==> config.mk <==
export PLATFORM = sky130hd
export DESIGN_NAME = chs_geom_calc
export DESIGN_NICKNAME = d
export VERILOG_FILES = /design/src/rtl/chs_geom_pkg.sv /design/src/rtl/geo_limit.sv /design/src/rtl/geo_div.sv /design/src/rtl/chs_geom_calc.sv
export SDC_FILE = /design/constraint.sdc
export NUM_CORES = 1
export LEC_CHECK = 0
export ABC_AREA = 0
export CORE_MARGIN = 1.5
export CORE_UTILIZATION = 35
export DETAILED_ROUTE_END_ITERATION = 8
export PLACE_DENSITY = 0.51
export SYNTH_ARGS = -nofsm -noshare
export SYNTH_HDL_FRONTEND = slang
export SYNTH_SLANG_ARGS = --single-unit
==> constraint.sdc <==
create_clock -name clk -period 5.3 [get_ports clk]
set_input_delay 1.325 -clock clk [delete_from_list [all_inputs] [get_ports clk]]
set_output_delay 1.325 -clock clk [all_outputs]
set_load 0.03 [all_outputs]
==> src/rtl/chs_geom_pkg.sv <==
// Package: shared types for the geometry calculator.
// Assumes: one controller uses the state encoding below.
package chs_geom_pkg;

    // Sequencer states of the geometry controller
    typedef enum logic [2:0] {
        ST_IDLE  = 3'd0,
        ST_LOAD1 = 3'd1,
        ST_WAIT1 = 3'd2,
        ST_LOAD2 = 3'd3,
        ST_WAIT2 = 3'd4
    } geo_state_t;

endpackage

==> src/rtl/geo_limit.sv <==
// Module: geo_limit
// Passes its input through, but clamps it to the ceiling LIM.
// Assumes: LIM fits in W bits. Purely combinational.
module geo_limit #(
    parameter int          W   = 32,
    parameter logic [W-1:0] LIM = W'(63)
) (
    input  logic [W-1:0] val_i,
    output logic [W-1:0] val_o
);

    // Clamp the input to the ceiling
    always_comb begin
        val_o = (val_i > LIM) ? LIM : val_i;
    end

endmodule

==> src/rtl/geo_div.sv <==
// Module: geo_div
// Unsigned restoring divider that retires one quotient bit per clock.
// When start is seen it latches dividend and divisor. After W cycles it
// presents the quotient and pulses done_o for one cycle.
// Assumes: the divisor is never zero, and start is only given while idle.
module geo_div #(
    parameter int W = 32
) (
    input  logic         clk,
    input  logic         rst_n,
    input  logic         start_i,
    input  logic [W-1:0] dividend_i,
    input  logic [W-1:0] divisor_i,
    output logic [W-1:0] quotient_o,
    output logic         done_o
);

    localparam int CNT_W = $clog2(W + 1);

    logic [W-1:0]     rem_q;
    logic [W-1:0]     quo_q;
    logic [W-1:0]     dvs_q;
    logic [W-1:0]     dvd_q;
    logic [CNT_W-1:0] cnt_q;
    logic             run_q;
    logic             done_q;
    logic [W:0]       shifted;
    logic             fits;
    logic [2*W-1:0]   recon;

    // Shift the next dividend bit in and trial-subtract the divisor
    always_comb begin
        shifted = {rem_q, quo_q[W-1]};
        fits    = (shifted >= {1'b0, dvs_q});
    end

    // Iteration register: load on start, one bit per cycle while running
    always_ff @(posedge clk) begin
        if (!rst_n) begin
            rem_q  <= '0;
            quo_q  <= '0;
            dvs_q  <= '0;
            dvd_q  <= '0;
            cnt_q  <= '0;
            run_q  <= 1'b0;
            done_q <= 1'b0;
        end else begin
            done_q <= 1'b0;
            if (start_i && !run_q) begin
                rem_q <= '0;
                quo_q <= dividend_i;
                dvd_q <= dividend_i;
                dvs_q <= divisor_i;
                cnt_q <= CNT_W'(W);
                run_q <= 1'b1;
            end else if (run_q) begin
                if (fits) begin
                    rem_q <= W'(shifted - {1'b0, dvs_q});
                    quo_q <= {quo_q[W-2:0], 1'b1};
                end else begin
                    rem_q <= shifted[W-1:0];
                    quo_q <= {quo_q[W-2:0], 1'b0};
                end
                cnt_q <= cnt_q - 1'b1;
                if (cnt_q == CNT_W'(1)) begin
                    run_q  <= 1'b0;
                    done_q <= 1'b1;
                end
            end
        end
    end

    assign quotient_o = quo_q;
    assign done_o     = done_q;

    // Reconstruct the dividend from the result, for checking only
    always_comb begin
        recon = ({{W{1'b0}}, quo_q} * {{W{1'b0}}, dvs_q}) + {{W{1'b0}}, rem_q};
    end


    div_nonzero_chk: assert property (@(posedge clk) disable iff (!rst_n)
        (start_i && !run_q) |-> (divisor_i != '0));


    div_exact_chk: assert property (@(posedge clk) disable iff (!rst_n)
        done_q |-> ((recon == {{W{1'b0}}, dvd_q}) && (rem_q < dvs_q)));


    div_pulse_chk: assert property (@(posedge clk) disable iff (!rst_n)
        done_q |=> !done_q);

endmodule

==> src/rtl/chs_geom_calc.sv <==
// Module: chs_geom_calc (top)
// Derives default cylinders, heads and sectors-per-track from a sector
// count. It clamps sectors-per-track and heads, then runs two divisions in
// sequence on one shared serial divider.
// Assumes: start comes only as a strobe; a start seen while busy is dropped.
module chs_geom_calc #(
    parameter int CAP_W     = 32,
    parameter int CYL_W     = 16,
    parameter int HD_W      = 8,
    parameter int SPT_W     = 8,
    parameter int MAX_CYL   = 16383,
    parameter int MAX_HEADS = 16,
    parameter int MAX_SPT   = 63
) (
    input  logic             clk,
    input  logic             rst_n,
    input  logic             start,
    input  logic [CAP_W-1:0] capacity,
    output logic             busy,
    output logic             done,
    output logic [CYL_W-1:0] cyl,
    output logic [HD_W-1:0]  heads,
    output logic [SPT_W-1:0] spt
);
    import chs_geom_pkg::*;

    localparam int               PROD_W  = HD_W + SPT_W;
    localparam logic [CAP_W-1:0] SAT_CAP = CAP_W'(MAX_CYL * MAX_HEADS * MAX_SPT);

    geo_state_t        state_q;
    logic [CAP_W-1:0]  cap_q;
    logic [HD_W-1:0]   heads_q;
    logic [SPT_W-1:0]  spt_q;
    logic [CYL_W-1:0]  cyl_o_q;
    logic [HD_W-1:0]   heads_o_q;
    logic [SPT_W-1:0]  spt_o_q;
    logic              done_q;

    logic [CAP_W-1:0]  spt_lim;
    logic [CAP_W-1:0]  heads_lim;
    logic [PROD_W-1:0] track_prod;
    logic              div_start;
    logic [CAP_W-1:0]  div_dvs;
    logic [CAP_W-1:0]  div_quo;
    logic              div_done;

    // Sectors-per-track: the capacity clamped to the track limit
    geo_limit #(.W(CAP_W), .LIM(CAP_W'(MAX_SPT))) u_spt_lim (
        .val_i (cap_q),
        .val_o (spt_lim)
    );

    // Heads: the first quotient clamped to the head limit
    geo_limit #(.W(CAP_W), .LIM(CAP_W'(MAX_HEADS))) u_hd_lim (
        .val_i (div_quo),
        .val_o (heads_lim)
    );

    // Divider operand selection for the two division passes
    always_comb begin
        track_prod = {{SPT_W{1'b0}}, heads_q} * {{HD_W{1'b0}}, spt_q};
        div_start  = (state_q == ST_LOAD1) || (state_q == ST_LOAD2);
        div_dvs    = (state_q == ST_LOAD1) ? spt_lim : CAP_W'(track_prod);
    end

    geo_div #(.W(CAP_W)) u_div (
        .clk        (clk),
        .rst_n      (rst_n),
        .start_i    (div_start),
        .dividend_i (cap_q),
        .divisor_i  (div_dvs),
        .quotient_o (div_quo),
        .done_o     (div_done)
    );

    // Sequencer: accept start, handle the shortcut cases, run both divisions
    always_ff @(posedge clk) begin
        if (!rst_n) begin
            state_q   <= ST_IDLE;
            cap_q     <= '0;
            heads_q   <= '0;
            spt_q     <= '0;
            cyl_o_q   <= '0;
            heads_o_q <= '0;
            spt_o_q   <= '0;
            done_q    <= 1'b0;
        end else begin
            done_q <= 1'b0;
            case (state_q)
                ST_IDLE: begin
                    if (start) begin
                        cap_q <= capacity;
                        if (capacity == '0) begin
                            cyl_o_q   <= '0;
                            heads_o_q <= '0;
                            spt_o_q   <= '0;
                            done_q    <= 1'b1;
                        end else if (capacity >= SAT_CAP) begin
                            cyl_o_q   <= CYL_W'(MAX_CYL);
                            heads_o_q <= HD_W'(MAX_HEADS);
                            spt_o_q   <= SPT_W'(MAX_SPT);
                            done_q    <= 1'b1;
                        end else begin
                            state_q <= ST_LOAD1;
                        end
                    end
                end
                ST_LOAD1: begin
                    spt_q   <= spt_lim[SPT_W-1:0];
                    state_q <= ST_WAIT1;
                end
                ST_WAIT1: begin
                    if (div_done) begin
                        heads_q <= heads_lim[HD_W-1:0];
                        state_q <= ST_LOAD2;
                    end
                end
                ST_LOAD2: begin
                    state_q <= ST_WAIT2;
                end
                ST_WAIT2: begin
                    if (div_done) begin
                        cyl_o_q   <= div_quo[CYL_W-1:0];
                        heads_o_q <= heads_q;
                        spt_o_q   <= spt_q;
                        done_q    <= 1'b1;
                        state_q   <= ST_IDLE;
                    end
                end
                default: state_q <= ST_IDLE;
            endcase
        end
    end

    assign busy  = (state_q != ST_IDLE);
    assign done  = done_q;
    assign cyl   = cyl_o_q;
    assign heads = heads_o_q;
    assign spt   = spt_o_q;


    done_pulse_chk: assert property (@(posedge clk) disable iff (!rst_n)
        done |=> !done);


    hold_result_chk: assert property (@(posedge clk) disable iff (!rst_n)
        !done |-> ($stable(cyl) && $stable(heads) && $stable(spt)));


    busy_clear_chk: assert property (@(posedge clk) disable iff (!rst_n)
        done |-> !busy);


    busy_rise_chk: assert property (@(posedge clk) disable iff (!rst_n)
        (start && !busy && (capacity != '0) && (capacity < SAT_CAP)) |=> busy);


    saturate_chk: assert property (@(posedge clk) disable iff (!rst_n)
        (done && (cap_q >= SAT_CAP)) |->
        ((cyl == CYL_W'(MAX_CYL)) && (heads == HD_W'(MAX_HEADS)) && (spt == SPT_W'(MAX_SPT))));


    zero_cap_chk: assert property (@(posedge clk) disable iff (!rst_n)
        (done && (cap_q == '0)) |-> ((cyl == '0) && (heads == '0) && (spt == '0)));


    spt_bound_chk: assert property (@(posedge clk) disable iff (!rst_n)
        done |-> (spt <= SPT_W'(MAX_SPT)));


    heads_bound_chk: assert property (@(posedge clk) disable iff (!rst_n)
        done |-> (heads <= HD_W'(MAX_HEADS)));


    cyl_fit_chk: assert property (@(posedge clk) disable iff (!rst_n)
        (div_done && (state_q == ST_WAIT2)) |-> (div_quo <= CAP_W'(MAX_CYL)));

endmodule

==> impl_metrics.yaml, run 1 <==
yosys:
  async_flop_share_pct: 0
  synth_edf_count: 0
  synth.avg_cell_area_um2: 7.73
  syn_area_um2: 11300
  yosys.cell_types.count: 67
  yosys_warnings: 0
  synth_top_family_by_area: "simple AND/OR/NAND/NOR gates"
  synth_mux_area_share_pct: 0.0888
  synth-xor-area-share_pct: 3.26
  ys_seq_elements: 188
  synthAdderAreaFrac_pct: 14.3
  synth-compound-area-share_pct: 18.9
  ys_seq_area_share_pct: 33.4
  syn_nets: 1600
  ys.flop_type: "dfxtp_1"
  synth-simple-area-share_pct: 23.4
  syn_inst: 1458
clock_network:
  insertion_delay_ps: 440
  cts_hold_buf: 0
  post_cts_buffers: 0
  path_clk_slew_ps: 70
  clock_sinks: 188
  clockBufferDepth: 2
  ctsResizeCount: 0
  h-tree-depth: 4
  numCtsBuffers: 17
  root_buffer: "clkbuf_16"
  cts_tree: "yes"
placed_design:
  place.gp.congestion: 0.809
  place_inst: 1847
  portBuffers: 68
  postPlaceCellArea_um2: 12200
  dp_hpwl_mm: 21.2
drt:
  routed_wl_mm: 29.0
  drtPass1Iterations: 5
  viasPerCell: 5.19
  vias: 9760
  initialDrtViolationCount: 606
  drc: 0
  wire_per_inst_um: 15.4
  postRouteAntennaNets: 0
sta:
  tightest_slew_ps: 1050
  layout_min_cycle_time_ps: 4720
  finalHoldViolCount: 0
  rsz0062_at_grt: "false"
  fin_setup_tns_ps: 0
  maxSlewHeadroom_pct: 29.8
  fmax_mhz: 212
  period_share_pct: 89.0
  finalClockSkew_ps: 9.84
  setup_viol: 0
  maxSlewViolCount: 0
critical_path:
  cp_data_arrival_time_ps: 5050
  crit_path_end_kind: "flop"
  r2r_cells: 15
  crit_type: "flop to flop"
  rr_startpoint: "heads_q[2]"
  r2r_slack_ps: 580
  crit_path_start_kind: "flop"
  required_ps: 5630
  cp_max_fo: 10
  crit-reg2reg-capture: "u_div.dvs_q[14]"
  setup.worst_path.start: "heads_q[2]"
  endpoint: "u_div.dvs_q[14]"
layout:
  drive_above_1_share_pct: 3.93
  fillers: 3242
  instances_no_fill: 1879
  final_common_cell: "nand2_1"
  syn2layout_area_growth_pct: 13.3
  n_antenna_cell: 0
  design_area_um2: 12800
  layout.nets: 1606
  final_core_util_pct: 40.4
  layout_common_cells: "nand2_1, dfxtp_1, a21oi_1"
global_route:
  grt_max_degree: 102
  grt_overflow_total: 0
  grt.total_usage_pct: 18.0
  grt_pass1_vias: 9411
  grt_pass1_wl_mm: 48.8
  antenna_found_initial: 0
floorplan:
  die-area_um2: 33300
  core_area_um2: 31600
  die_w_um: 182
  fp.dieH_um: 182
  num_rows: 65
  num_io_pins: 69
  initial_core_util_pct: 35.6
pwr:
  ir_worst_vdd_mv: 0.244
  cellPowerDensity_nw_per_um2: 229
  leakage_uw: 0.00538
  power_uw: 2930
run_status:
  outcome: "complete, no violations"
hold_path:
  worstHoldPathType: "flop to flop"
run:
  maxCapViolCount: 0
area by class of cell:
type                            count  area, um^2  share of cell area (%)
Multi-Input combinational cell   1081        6770                    53.0
Clock inverter                     15         155                    1.21
Clock buffer                       17         425                    3.33
Sequential cell                   188        3770                    29.5
Inverter                           96         362                    2.83
Timing Repair Buffer               80         783                    6.13
Tap cell                          402         503                    3.94
cell families (layout without fill, tap and decap cells):
| logic type | after synthesis | after routing |
|---|---|---|
| XOR/XNOR | 42 | 42 |
| AO/OA/AOI/OAI | 351 | 351 |
| adder cells (fa/ha/maj) | 107 | 107 |
| AND/OR/NAND/NOR | 580 | 580 |
| buffers and inverters | 189 | 208 |
| multiplexers | 1 | 1 |
| flip-flops | 188 | 188 |
per-stage QoR:
stage / hold slack (ps) / setup slack (ps)
after floorplan: 422 / 805
after global placement: 433 / 644
after detailed placement: 438 / 569
after CTS: 448 / 558
after global routing: 461 / 354
final: 443 / 585
layer usage:
metal / part of all wire, % / track usage, % / vias up
li1: - / - / 4977
met1: 52 / 26.1 / 4621
met2: 45 / 28.3 / 149
met3: 2.8 / 2.63 / 13
met4: 0.78 / 3.74 / 0
met5: 0 / 0 / -
state kept, by name, summed over array words and instances, names as in the netlist:
name,cells
cap_q,32
u_div.dvs_q,32
u_div.quotient_o,32
u_div.rem_q,32
cyl,16
heads,8
heads_q,8
spt,8
spt_q,8
u_div.cnt_q,6
state_q,3
done,1
u_div.done_o,1
u_div.run_q,1
worst max-delay path, cell delays in order (launching register included):
cell and delay, ps:
dfxtp_1 520, and2_1 210, fa_1 440, fa_1 540, fa_1 550, inv_1 50, fa_1 530, inv_1 40
ha_1 350, a21o_1 200, a31oi_1 190, o21ai_1 110, or4_1 410, o311a_1 130, xor2_1 140, a22o_1 190
worst min path at each step:
stage,cells past startpoint,slack (ps),start,to
6_report,2,440,u_div.dvs_q[19],u_div.dvs_q[19]
5_1_grt,2,460,u_div.dvs_q[20],u_div.dvs_q[20]
4_1_cts,2,450,u_div.dvs_q[19],u_div.dvs_q[19]
3_5_place_dp,2,440,u_div.dvs_q[19],u_div.dvs_q[19]
3_3_place_gp,2,430,u_div.dvs_q[16],u_div.dvs_q[16]
2_1_floorplan,2,420,u_div.dvs_q[16],u_div.dvs_q[16]
cell usage after synthesis (all sizes together) (5+ instances only):
master | instances | area, um^2
nand2 | 222 | 833
dfxtp | 188 | 3760
a21oi | 168 | 841
nor2 | 160 | 601
inv | 96 | 360
clkbuf | 81 | 304
ha | 70 | 876
and2 | 54 | 338
o21ai | 54 | 270
fa | 37 | 741
nor3 | 37 | 185
a31oi | 31 | 194
xnor2 | 28 | 245
nand3 | 22 | 110
nor4 | 22 | 138
a211oi | 17 | 138
a21o | 17 | 128
xor2 | 14 | 123
a22o | 13 | 114
nand2b | 13 | 81.3
buf | 12 | 76.3
nand4 | 12 | 75.1
and3 | 11 | 68.8
a22oi | 8 | 60.1
o21bai | 6 | 56.3
o211ai | 5 | 37.5
where the power goes:
group          switching, uW  internal, uW
sequential              19.4          1440
clock                    617           666
combinational            112          78.0
total                    748          2180
Note: power is estimated with default switching activity, not from simulation.
==> run 2, diff against run 1 <==
Settings changed: ABC_CLOCK_PERIOD_IN_PS set to 5300.
==> results of run 2 <==
The final DEF is identical to that of run 1; final timing and power are the same.
==> run 3, diff against run 2 <==
Settings changed: CTS_BUF_LIST set to sky130_fd_sc_hd__clkbuf_8, HOLD_SLACK_MARGIN set to 0.12.
==> impl_metrics.yaml, run 3 (synthesis results as in run 1) <==
sta:
  tightest_slew_ps: 1060
  fin_setup_tns_ps: 0
  fmax_mhz: 213
  maxSlewHeadroom_pct: 29.1
  setup_viol: 0
  rsz0062_at_grt: "false"
  finalClockSkew_ps: 18.6
  finalHoldViolCount: 0
  period_share_pct: 88.8
  maxSlewViolCount: 0
  layout_min_cycle_time_ps: 4710
critical_path:
  crit_type: "flop to flop"
  cp_data_arrival_time_ps: 5070
  cp_max_fo: 10
  slowest_stage: "fa_1"
  required_ps: 5670
  r2r_cells: 15
  crit_path_start_kind: "flop"
  crit_path_end_kind: "flop"
  path_cells: "and2_1 > fa_1 > fa_1 > fa_1 > inv_1 > fa_1 > inv_1 > ha_1 > a21o_1 > a31oi_1 > o21ai_1 > or4_1 > o311a_1 > xor2_1 > a22o_1"
  slowest_delay_ps: 550
  path_common_cell: "fa_1"
drt:
  wl_met2_mm: 12.9
  m1WireLength_mm: 15.1
  viasPerCell: 5.18
  drc: 0
  wire_per_inst_um: 15.4
  initialDrtViolationCount: 496
  routed_wl_mm: 29.0
  drtPass1Iterations: 4
  vias: 9741
  dr_wl_met3_um: 846
  postRouteAntennaNets: 0
  top_layer: "met4"
clock_network:
  ctsResizeCount: 0
  path_clk_slew_ps: 100
  clock_sinks: 188
  cts_hold_buf: 0
  cts_tree: "yes"
  clockBufferDepth: 2
  h-tree-depth: 4
  insertion_delay_ps: 480
  post_cts_buffers: 0
  root_buffer: "clkbuf_8"
  numCtsBuffers: 17
placed_design:
  dp_hpwl_mm: 21.2
  postPlaceCellArea_um2: 12200
  place.gp.congestion: 0.809
  place_inst: 1847
  portBuffers: 68
global_route:
  grt.total_usage_pct: 18.0
  grt_max_degree: 102
  grt_overflow_total: 0
  antenna_found_initial: 0
  grt_pass1_vias: 9365
  grt_pass1_wl_mm: 48.7
layout:
  drive_above_1_share_pct: 3.93
  final_common_cell: "nand2_1"
  fillers: 3262
  n_antenna_cell: 0
  design_area_um2: 12600
  instances_no_fill: 1879
  syn2layout_area_growth_pct: 11.6
  layout_common_cells: "nand2_1, dfxtp_1, a21oi_1"
  layout.nets: 1606
  final_core_util_pct: 39.8
floorplan:
  core_area_um2: 31600
  fp.dieH_um: 182
  die-area_um2: 33300
  num_io_pins: 69
  initial_core_util_pct: 35.6
  num_rows: 65
  die_w_um: 182
pwr:
  cellPowerDensity_nw_per_um2: 208
  ir_worst_vdd_mv: 0.149
  power_uw: 2620
  leakage_uw: 0.00529
run:
  maxCapViolCount: 0
hold_path:
  whs_path_depth: 2
  worstHoldPathType: "flop to flop"
run_status:
  outcome: "complete, no violations"
==> run 3: worst max-delay path: cells and delay by family (launching register included) <==
family	cells	cell delay [ps]
XOR/XNOR	1	140
AND/OR/NAND/NOR	2	630
buffers and inverters	2	90
flip-flops	1	540
adder cells (fa/ha/maj)	5	2390
AO/OA/AOI/OAI	5	820
==> run 3: final timing paths <==
kind / to / start / slack (ps)
worst min-delay path: u_div.dvs_q[19] / u_div.dvs_q[19] / 450
worst max register to register: u_div.dvs_q[14] / heads_q[1] / 590
worst min register to register: u_div.dvs_q[19] / u_div.dvs_q[19] / 450
worst max-delay path: u_div.dvs_q[14] / heads_q[1] / 590
==> run 3: final cells by class <==
class / instances / area [um^2] / area share (%)
Clock buffer: 17 / 234 / 1.86
Clock inverter: 15 / 155 / 1.23
Inverter: 96 / 362 / 2.87
Multi-Input combinational cell: 1081 / 6770 / 53.9
Sequential cell: 188 / 3770 / 30.0
Tap cell: 402 / 503 / 4.00
Timing Repair Buffer: 80 / 783 / 6.23
==> run 3: stage by stage <==
step	worst slack (ps)	hold slack [ps]
6_report	595	446
5_1_grt	344	467
4_1_cts	550	452
3_5_place_dp	569	438
3_3_place_gp	644	433
2_1_floorplan	805	422
==> run 3: per-layer routing <==
| metal | up-vias | GRT usage, % |
|---|---|---|
| li1 | 4976 | - |
| met1 | 4614 | 26.1 |
| met2 | 140 | 28.2 |
| met3 | 11 | 2.69 |
| met4 | 0 | 3.34 |
| met5 | - | 0 |
==> run 3: power breakdown <==
| part | internal, uW | total, uW | switching [uW] |
|---|---|---|---|
| clock network | 390 | 970 | 580 |
| logic | 78.0 | 190 | 112 |
| registers | 1440 | 1460 | 19.3 |
| total | 1900 | 2620 | 711 |
